$ cat src/rtl/irq_pkg.sv
// Package for the interrupt hub: register selects and control bit positions.
// Assumes at most 8 peripheral sources so each bank fits one 8-bit register.
package irq_pkg;
    typedef enum logic [1:0] {
        SEL_CTRL  = 2'd0,
        SEL_CFLAG = 2'd1,
        SEL_PEN   = 2'd2,
        SEL_PFLAG = 2'd3
    } reg_sel_e;

    localparam int CORE_SRCS  = 3;
    localparam int BIT_GRP_EN = 3;
    localparam int BIT_GLOBAL = 4;
    localparam int BIT_RISE   = 5;
    localparam int CTRL_W     = 6;
    localparam logic [CTRL_W-1:0] CTRL_RST = 6'h20;
endpackage

$ cat src/rtl/irq_pin_edge.sv
// Synchronizes an asynchronous pin with two flops, then detects the edge
// chosen by rise_sel. edge_hit is a single-cycle pulse.
// Assumes the pin is held low through reset.
module irq_pin_edge (
    input  logic clk,
    input  logic rst_n,
    input  logic pin,
    input  logic rise_sel,
    output logic edge_hit
);
    logic s1, s2, prev;

    // synchronizer chain plus delayed copy for edge detection
    always_ff @(posedge clk) begin
        if (!rst_n) begin
            s1   <= 1'b0;
            s2   <= 1'b0;
            prev <= 1'b0;
        end else begin
            s1   <= pin;
            s2   <= s1;
            prev <= s2;
        end
    end

    // polarity-selected edge
    always_comb edge_hit = rise_sel ? (s2 & ~prev) : (~s2 & prev);

    p_edge_single_r2: assert property (@(posedge clk) disable iff (!rst_n)
        edge_hit |=> !edge_hit);
endmodule

$ cat src/rtl/irq_tmr_roll.sv
// Watches an 8-bit timer value and pulses roll when it steps from the
// all-ones value straight to zero. Assumes the timer advances at most once per clock.
module irq_tmr_roll #(
    parameter int TW = 8
) (
    input  logic          clk,
    input  logic          rst_n,
    input  logic [TW-1:0] cur,
    output logic          roll
);
    logic [TW-1:0] last;

    // remember the previous timer value
    always_ff @(posedge clk) begin
        if (!rst_n) last <= '0;
        else        last <= cur;
    end

    // rollover: previous value was all ones, current value is zero
    always_comb roll = (&last) && (cur == '0);

    p_roll_single_r3: assert property (@(posedge clk) disable iff (!rst_n)
        roll |=> !roll);
endmodule

$ cat src/rtl/irq_flag_bank.sv
// A bank of sticky flags. A set input beats a clear input in the same cycle.
// Assumes set and clr are synchronous to clk.
module irq_flag_bank #(
    parameter int W = 4
) (
    input  logic         clk,
    input  logic         rst_n,
    input  logic [W-1:0] set,
    input  logic [W-1:0] clr,
    output logic [W-1:0] flag
);
    for (genvar i = 0; i < W; i++) begin : g_bit
        // one sticky cell: set has priority over clear
        always_ff @(posedge clk) begin
            if (!rst_n)      flag[i] <= 1'b0;
            else if (set[i]) flag[i] <= 1'b1;
            else if (clr[i]) flag[i] <= 1'b0;
        end

        p_hw_wins_r5: assert property (@(posedge clk) disable iff (!rst_n)
            set[i] |=> flag[i]);
        p_sticky_r4: assert property (@(posedge clk) disable iff (!rst_n)
            (flag[i] && !clr[i]) |=> flag[i]);
    end
endmodule

$ cat src/rtl/irq_hub.sv
// Interrupt aggregation and wake controller. It collects the core sources
// (edge pin, timer rollover, port change) and NPER peripheral pulses into sticky
// flags. It gates them with enables, a peripheral group enable and a global enable.
// The global enable clears on irq_take and is set again by irq_reti.
// Assumes NPER <= 8.
module irq_hub
    import irq_pkg::*;
#(
    parameter int          NPER = 4,
    parameter int          TW   = 8,
    parameter logic [12:0] VEC  = 13'h0004
) (
    input  logic            clk,
    input  logic            rst_n,
    input  logic            ext_pin,
    input  logic [TW-1:0]   tmr_val,
    input  logic            port_chg,
    input  logic [NPER-1:0] periph_req,
    input  logic [1:0]      reg_addr,
    input  logic            reg_wr,
    input  logic [7:0]      reg_wdata,
    output logic [7:0]      reg_rdata,
    input  logic            irq_take,
    input  logic            irq_reti,
    output logic            wake_req,
    output logic            cpu_irq,
    output logic [12:0]     vec_addr
);
    localparam int PAD_P = 8 - NPER;
    localparam int PAD_C = 8 - CORE_SRCS;
    localparam int PAD_K = 8 - CTRL_W;

    reg_sel_e              sel;
    logic [CTRL_W-1:0]     ctrl;
    logic [NPER-1:0]       pen;
    logic                  ext_hit, tmr_hit;
    logic [CORE_SRCS-1:0]  core_set, core_clr, core_flag;
    logic [NPER-1:0]       per_clr, per_flag;
    logic                  core_any, per_any;

    always_comb sel = reg_sel_e'(reg_addr);

    irq_pin_edge u_pin (
        .clk(clk), .rst_n(rst_n), .pin(ext_pin),
        .rise_sel(ctrl[BIT_RISE]), .edge_hit(ext_hit)
    );

    irq_tmr_roll #(.TW(TW)) u_tmr (
        .clk(clk), .rst_n(rst_n), .cur(tmr_val), .roll(tmr_hit)
    );

    // clear strobes from write-one-to-clear accesses
    always_comb begin
        core_set = {port_chg, tmr_hit, ext_hit};
        core_clr = (reg_wr && sel == SEL_CFLAG) ? reg_wdata[CORE_SRCS-1:0] : '0;
        per_clr  = (reg_wr && sel == SEL_PFLAG) ? reg_wdata[NPER-1:0] : '0;
    end

    irq_flag_bank #(.W(CORE_SRCS)) u_core (
        .clk(clk), .rst_n(rst_n), .set(core_set), .clr(core_clr), .flag(core_flag)
    );

    irq_flag_bank #(.W(NPER)) u_per (
        .clk(clk), .rst_n(rst_n), .set(periph_req), .clr(per_clr), .flag(per_flag)
    );

    // control register; the global enable responds to take and return first
    always_ff @(posedge clk) begin
        if (!rst_n) begin
            ctrl <= CTRL_RST;
        end else begin
            if (reg_wr && sel == SEL_CTRL) ctrl <= reg_wdata[CTRL_W-1:0];
            if (irq_take && cpu_irq)       ctrl[BIT_GLOBAL] <= 1'b0;
            else if (irq_reti)             ctrl[BIT_GLOBAL] <= 1'b1;
        end
    end

    // peripheral enable register
    always_ff @(posedge clk) begin
        if (!rst_n)                      pen <= '0;
        else if (reg_wr && sel == SEL_PEN) pen <= reg_wdata[NPER-1:0];
    end

    // request merging: wake ignores the global enable, the CPU request needs it
    always_comb begin
        core_any = |(core_flag & ctrl[CORE_SRCS-1:0]);
        per_any  = ctrl[BIT_GRP_EN] & (|(per_flag & pen));
        wake_req = core_any | per_any;
        cpu_irq  = wake_req & ctrl[BIT_GLOBAL];
        vec_addr = VEC;
    end

    // register read mux
    always_comb begin
        unique case (sel)
            SEL_CTRL:  reg_rdata = {{PAD_K{1'b0}}, ctrl};
            SEL_CFLAG: reg_rdata = {{PAD_C{1'b0}}, core_flag};
            SEL_PEN:   reg_rdata = {{PAD_P{1'b0}}, pen};
            default:   reg_rdata = {{PAD_P{1'b0}}, per_flag};
        endcase
    end

    p_irq_implies_wake_r7: assert property (@(posedge clk) disable iff (!rst_n)
        cpu_irq |-> wake_req);
    p_take_clears_r8: assert property (@(posedge clk) disable iff (!rst_n)
        (irq_take && cpu_irq) |=> !cpu_irq);
    p_wake_holds_r6: assert property (@(posedge clk) disable iff (!rst_n)
        (wake_req && !reg_wr) |=> wake_req);
endmodule

$ cat config.mk
export PLATFORM = sky130hd
export DESIGN_NAME = irq_hub
export DESIGN_NICKNAME = d
export VERILOG_FILES = /design/src/rtl/irq_pkg.sv /design/src/rtl/irq_pin_edge.sv /design/src/rtl/irq_tmr_roll.sv /design/src/rtl/irq_flag_bank.sv /design/src/rtl/irq_hub.sv
export SDC_FILE = /design/constraint.sdc
export NUM_CORES = 1
export LEC_CHECK = 0
export BUFFER_PORTS_ARGS = -buffer_cell sky130_fd_sc_hd__buf_2
export CAP_MARGIN = 30
export CORE_UTILIZATION = 40
export CTS_CLUSTER_DIAMETER = 150
export DETAILED_ROUTE_END_ITERATION = 12
export GPL_ROUTABILITY_DRIVEN = 1
export PLACE_DENSITY = 0.68
export SYNTH_ARGS = -nofsm -noshare
export SYNTH_HDL_FRONTEND = slang
export SYNTH_SLANG_ARGS = --single-unit
$ cat constraint.sdc
create_clock -name clk -period 2.02 [get_ports clk]
set_input_delay 0.101 -clock clk [delete_from_list [all_inputs] [get_ports clk]]
set_output_delay 0.101 -clock clk [all_outputs]
set_load 0.01 [all_outputs]
Yosys cells after proc, flatten, opt, wreduce, memory -nomap -nowiden

Index checks and enable logic that the tools add are counted.
W data, S select, Z words.

Register bits after elaboration: 28
Latch bits: 0
RAM bits: 0
Bits in read-only memories: 0
Input port bits: 29
Memories: 0

Add/sub/neg operators: 0
Multiply operators: 0
Div/mod/pow operators: 0
Magnitude comparators: 0
Equality and inequality tests: 3
Shift operators: 0
Multiplexer cells: 20
Bitwise logic cells: 10
Reductions and logical operators: 20

Operator list:

| cell                 | count |
|---|---|
| $pmux W6 S3          | 1 |
| $mux W1              | 16 |
| $reduce_bool A2 Y1   | 8 |
| $logic_not A8 Y1     | 1 |
| $reduce_and A8 Y1    | 1 |
| $logic_and A1 B1 Y1  | 6 |
| $mux W5              | 1 |
| $and A1 B1 Y1        | 4 |
| $and A4 B4 Y4        | 1 |
| $eq A2 B2 Y1 const B | 2 |
| $mux W4              | 1 |
| $reduce_or A4 Y1     | 1 |
| $and A3 B3 Y3        | 1 |
| $mux W3              | 1 |
| $not A1 Y1           | 3 |
| $reduce_or A3 Y1     | 1 |
| $eq A2 B1 Y1 const B | 1 |
| $logic_not A2 Y1     | 1 |
| $reduce_or A2 Y1     | 1 |
| $or A1 B1 Y1         | 1 |

Logic depth before layout (Yosys ltp)

Depth after elaboration: 7
Mapped depth: 5

Hierarchy

A second synthesis with hierarchy kept.

Cell total of the unflattened synthesis: 135
Area total of the unflattened synthesis: 1393.8 µm²

Modules (own cells, without submodules):

| module                  | times used | cells each | area each (µm²) |
|---|---|---|---|
| irq_hub                 | 1          | 84         | 740.7 |
| irq_tmr_roll            | 1          | 21         | 261.5 |
| irq_flag_bank at u_per  | 1          | 12         | 165.2 |
| irq_flag_bank at u_core | 1          | 9          | 123.9 |
| irq_pin_edge            | 1          | 9          | 102.6 |

Worst setup path after synthesis

OpenSTA, ideal clock, no wires.

Path kind: register to register
Start point: register u_core.flag[0]
End point: register ctrl[4]
Setup time: 0.088 ns
Arrival time: 1.045 ns
Setup slack: 0.887 ns
Cell stages (with the launch flop): 4
Cell sequence: dfxtp_1 -> a222oi_1 -> nand2_1 -> a311oi_2

Longest elaborated chain between the ends: 6

Ends and longest elaborated chain:

| item                             | RTL line            | source |
|---|---|---|
| start: declaration               | irq_flag_bank.sv:10 | `output logic [W-1:0] flag` |
| start signal: indexed assignment | irq_flag_bank.sv:15 | `if (!rst_n) flag[i] <= 1'b0;` |
| start signal: indexed assignment | irq_flag_bank.sv:16 | `else if (set[i]) flag[i] <= 1'b1;` |
| start signal: indexed assignment | irq_flag_bank.sv:17 | `else if (clr[i]) flag[i] <= 1'b0;` |
| $and A3 B3 Y3                    | irq_hub.sv:86       | `core_any = \|(core_flag & ctrl[CORE_SRCS-1:0]);` |
| $reduce_or A3 Y1                 | irq_hub.sv:86       |  |
| $or A1 B1 Y1                     | irq_hub.sv:88       | `wake_req = core_any \| per_any;` |
| named net wake_req               | irq_hub.sv:25       | `output logic wake_req,` |
| $and A1 B1 Y1                    | irq_hub.sv:89       | `cpu_irq = wake_req & ctrl[BIT_GLOBAL];` |
| $logic_and A1 B1 Y1              | irq_hub.sv:73       | `if (irq_take && cpu_irq) ctrl[BIT_GLOBAL] <= 1'b0;` |
| $reduce_or A2 Y1 (no line)       | -                   |  |
| end signal: assignment           | irq_hub.sv:72       | `if (reg_wr && sel == SEL_CTRL) ctrl <= reg_wdata[CTRL_W-1:0];` |
| end: declaration                 | irq_hub.sv:34       | `logic [CTRL_W-1:0] ctrl;` |

The timed path passes the listed nets, and every way through them passes these cells.
A chain may end at the register's enable or synchronous reset.

Worst setup path in the final report

Start point: register u_core.flag[0]
End point: output port cpu_irq

Longest elaborated chain between the ends: 4

Ends and longest elaborated chain:

| item             | RTL line      | source |
|---|---|---|
| $and A3 B3 Y3    | irq_hub.sv:86 |  |
| $reduce_or A3 Y1 | irq_hub.sv:86 |  |
| $or A1 B1 Y1     | irq_hub.sv:88 |  |
| $and A1 B1 Y1    | irq_hub.sv:89 |  |
| end: declaration | irq_hub.sv:26 | `output logic cpu_irq,` |

No other way between the ends.

==> results <==
- The final routed wirelength across all metal layers is 2.709 mm.
- The post-cts gate resize count is 0.
- The number of global-route vias before repair was 991.
- The most instantiated flip-flop cell in the synthesis netlist is dfxtp_1.
- In this run the worst path has a maximum fanout of 3.
- The largest total area in the synthesized netlist belongs to dfxtp_1.
- The total count of hold-check failures in the final report is 0.
- For this run the aggregate overflow at the end of global routing stands at 0.
- The final total negative setup slack is 0 ns.
- TritonCTS built the clock tree.
- The final design instance area without fill is 1604 sq um.
- The largest net degree at the start of global routing is 17.
- The number of primary I/O pins is 52.
- The number of placement rows is 20.
- For the worst setup path, the data arrival time is 1.56 ns.
- The worst setup path is launched from a flop.
- The top-area cell type share of the netlist area is 0.4388.
- The clock net in this run drives a total of 28 sinks.
- The average via count per standard cell is about 4.8.
- Yosys mapped a number of flops with a built-in enable equal to 0.
- After synthesis, the netlist uses 33 different library cells.
- Clock skew on the completed layout was measured at 0.002842 ns.
- Synthesis inferred 28 register bits.
- The critical path is of the reg2out type.
- The wire length of the first global-routing pass is ~4.3 mm.
- The maximum frequency from static timing analysis is 0.6016 GHz.
- The max-slew violation count came to 0.
- The data required time of the worst path is 1.92 ns.
- Routability-driven placement finished with a final weighted congestion of 0.8428.
- The summed instance area of the synthesized netlist is 1277 sq um.
- The die outline area is 3423 sq um.
- Setup repair after global routing left no endpoint under its margin.
- The pre-antenna-repair detailed-routing pass consisted of 4 iterations.
- The static leakage is 0.7407 nW.
- Across the run, the number of max-cap violations was 0.
- The share of synthesized registers carrying an async set or reset is 0.
- The clock edge transition at the registers on the reported setup and hold paths is 0.14 ns.
- The width of the die is 58.51 um.
- The time the final worst path needs with I/O delays and setup is 1.662 ns.
- The global routing usage summed across all routing layers is 0.1685.
- After the first detailed-routing iteration, the DRC count stood at 49.
- The number of nets in the finished design is approximately 210.
- The run finished with clean final reports.
- For the pin with the worst max-slew slack, the measured transition is 0.5036 ns.
- The number of warnings reported in the yosys synthesis log is 0.
- The routed length per instance is 12.04 um.
- The number of antenna diodes in the final layout is 0.
- The longest clock path from root to sink contains 2 buffers.
- dfxtp_1 is the most common cell in the netlist.
- The commonest cells after synthesis are 28 x dfxtp_1, 16 x buf_4, 13 x and2_1, 13 x nand2_1, 12 x nor2_1.
- The layout has between 200 and 300 filler cells.
- The cell sitting at the root of the clock tree is a clkbuf_4.
- The sequential cells in the finished layout cover a total of approximately 560 sq um.
- The post-route clock period utilization is 0.8229.
- In this run the worst hold path is classified as in2reg.
- The initial antenna violation count is 0.
- The remaining antenna violation count after routing is 0.
- Dividing total power by cell area gives a power density of ~640 nW/um^2.
- The number of port buffers is 34.
- The DRC violations left is 0.
- The cell area after placement is 1408 sq um.
- The insertion delay of the later-clocked pin in the worst-skew pair is approximately 0.33 ns.
- From bottom edge to top edge, the die measures 58.51 um.
- The core region is 3053 sq um.
- Summed over all nets, the half-perimeter wirelength after detailed placement is 1.914 mm.
- The post-synthesis instance total is between 100 and 150.
- Headroom to the max-slew limit came out at 0.6639.
- Setup violations remaining at the end of the flow were counted as 0.
- After synthesis, the cell types taking the most area are dfxtp_1 44%, buf_4 9.4%, and2_1 6.4%, nand2_1 3.8%, a21oi_1 3.5%.
- From synthesis to final layout, the design area changed by 25.56%.
- The count of H-tree levels built during CTS is 1.
- The starting density of the core is 0.4184.
- The worst setup path is captured at an output pin.
- IR analysis of the VDD net gives a maximum drop of 254.1 uV.
- In the final layout, the share of cells above drive strength 1 is 0.2541.
- The routed via count is 1083.
- The number of buffers added by the clock tree synthesis step is 3.
- The multi-input combinational cells in the finished layout cover a total of between 600 and 700 sq um.
- The mean instance size in the synthesized netlist is 9.533 sq um.
- The share of the Yosys chip area taken by registers is 0.4388.
layout by cell type (no fill, tap or decap):
cell           count
a211oi_1           1
a21oi_1            9
a221oi_2           1
a222oi_1           1
a22o_1             3
a311oi_2           1
a32oi_1            1
and2_1            13
and2_2             1
and3_1             2
and3b_1            1
buf_2             34
clkbuf_4           3
clkbuf_8           1
conb_1            15
dfxtp_1           28
dlygate4sd3_1     16
inv_1              1
mux2_2             1
mux2i_1            4
mux4_1             1
mux4_2             2
nand2_1           13
nand2_2            1
nand3_1            6
nand3b_1           1
nand4_1            2
nor2_1            12
nor2_8             1
nor2b_1            1
nor3b_1            1
nor4_1             2
o21ai_1            1
power breakdown:
| part | switching (mW) | internal [mW] |
|---|---|---|
| Sequential | 0.0172 | 0.580 |
| Clock | 0.164 | 0.111 |
| Combinational | 0.0773 | 0.0783 |
state kept, by name, indices dropped and copies added (netlist names):
signal and flops:
ctrl 6, pen 4, u_core.flag 3, u_per.flag 4
u_pin.prev 1, u_pin.s1 1, u_pin.s2 1, u_tmr.last 8
worst max-delay path, stage by stage (launching register included):
cell	delay (ns)
dfxtp_1	0.37
a222oi_1	0.37
nand2_1	0.15
and2_2	0.21
buf_2	0.13
layer usage:
metal | vias to the layer above | share of wire | global-route usage | wire [um]
met2 | 37 | 0.50 | 0.2890 | 1359
li1 | 527 | - | - | -
met3 | 5 | 0.042 | 0.01319 | 113
met5 | - | 0 | 0 | 0
met4 | 0 | 0.022 | 0.09184 | 59
met1 | 514 | 0.43 | 0.2105 | 1176
per-stage QoR:
stage	utilization	worst slack [ns]	power [mW]	instances	hold slack, ns
after detailed placement	0.4611	0.7614	0.7397	205	0.3154
after global routing	0.5254	0.2439	1.079	225	0.009363
after CTS	0.5254	0.3564	1.032	225	0.01741
after floorplan	-	0.8866	0.7113	147	0.2184
after global placement	0.4611	0.7498	0.7338	205	0.3039
final	0.5254	0.3577	1.027	225	0.02250
repair_timing:
item | CTS | global route
endpoints found under the hold margin | 16 | 0
hold buffers | 16 | 0
setup buffers | 0 | 0
cell families (layout without fill, tap and decap cells):
kind of cell,count (synthesis),after routing,synth area share
muxes,8,8,0.09599
buffers and inverters,21,55,0.1156
other,2,15,0.005879
and+or+nand+nor,57,57,0.2400
AOI/OAI and AO/OA,18,18,0.1038
DFF,28,28,0.4388
worst paths after layout:
check / from / to / slack [ns] / depth (start not counted)
setup / recovery: u_core.flag[0] / cpu_irq / 0.36 / 4
hold / removal: rst_n / ctrl[5] / 0.02 / 2
setup reg to reg: u_core.flag[0] / ctrl[4] / 0.79 / 3
hold reg to reg: u_pin.s1 / u_pin.s2 / 0.46 / 1
area by class of cell:
type | count | share of cell area
Clock buffer | 4 | 0.02262
Inverter | 1 | 0.002340
Multi-Input combinational cell | 98 | 0.3853
Sequential cell | 28 | 0.3495
Tap cell | 44 | 0.03432
Timing Repair Buffer | 50 | 0.2059
(Power assumes the default switching activity.)
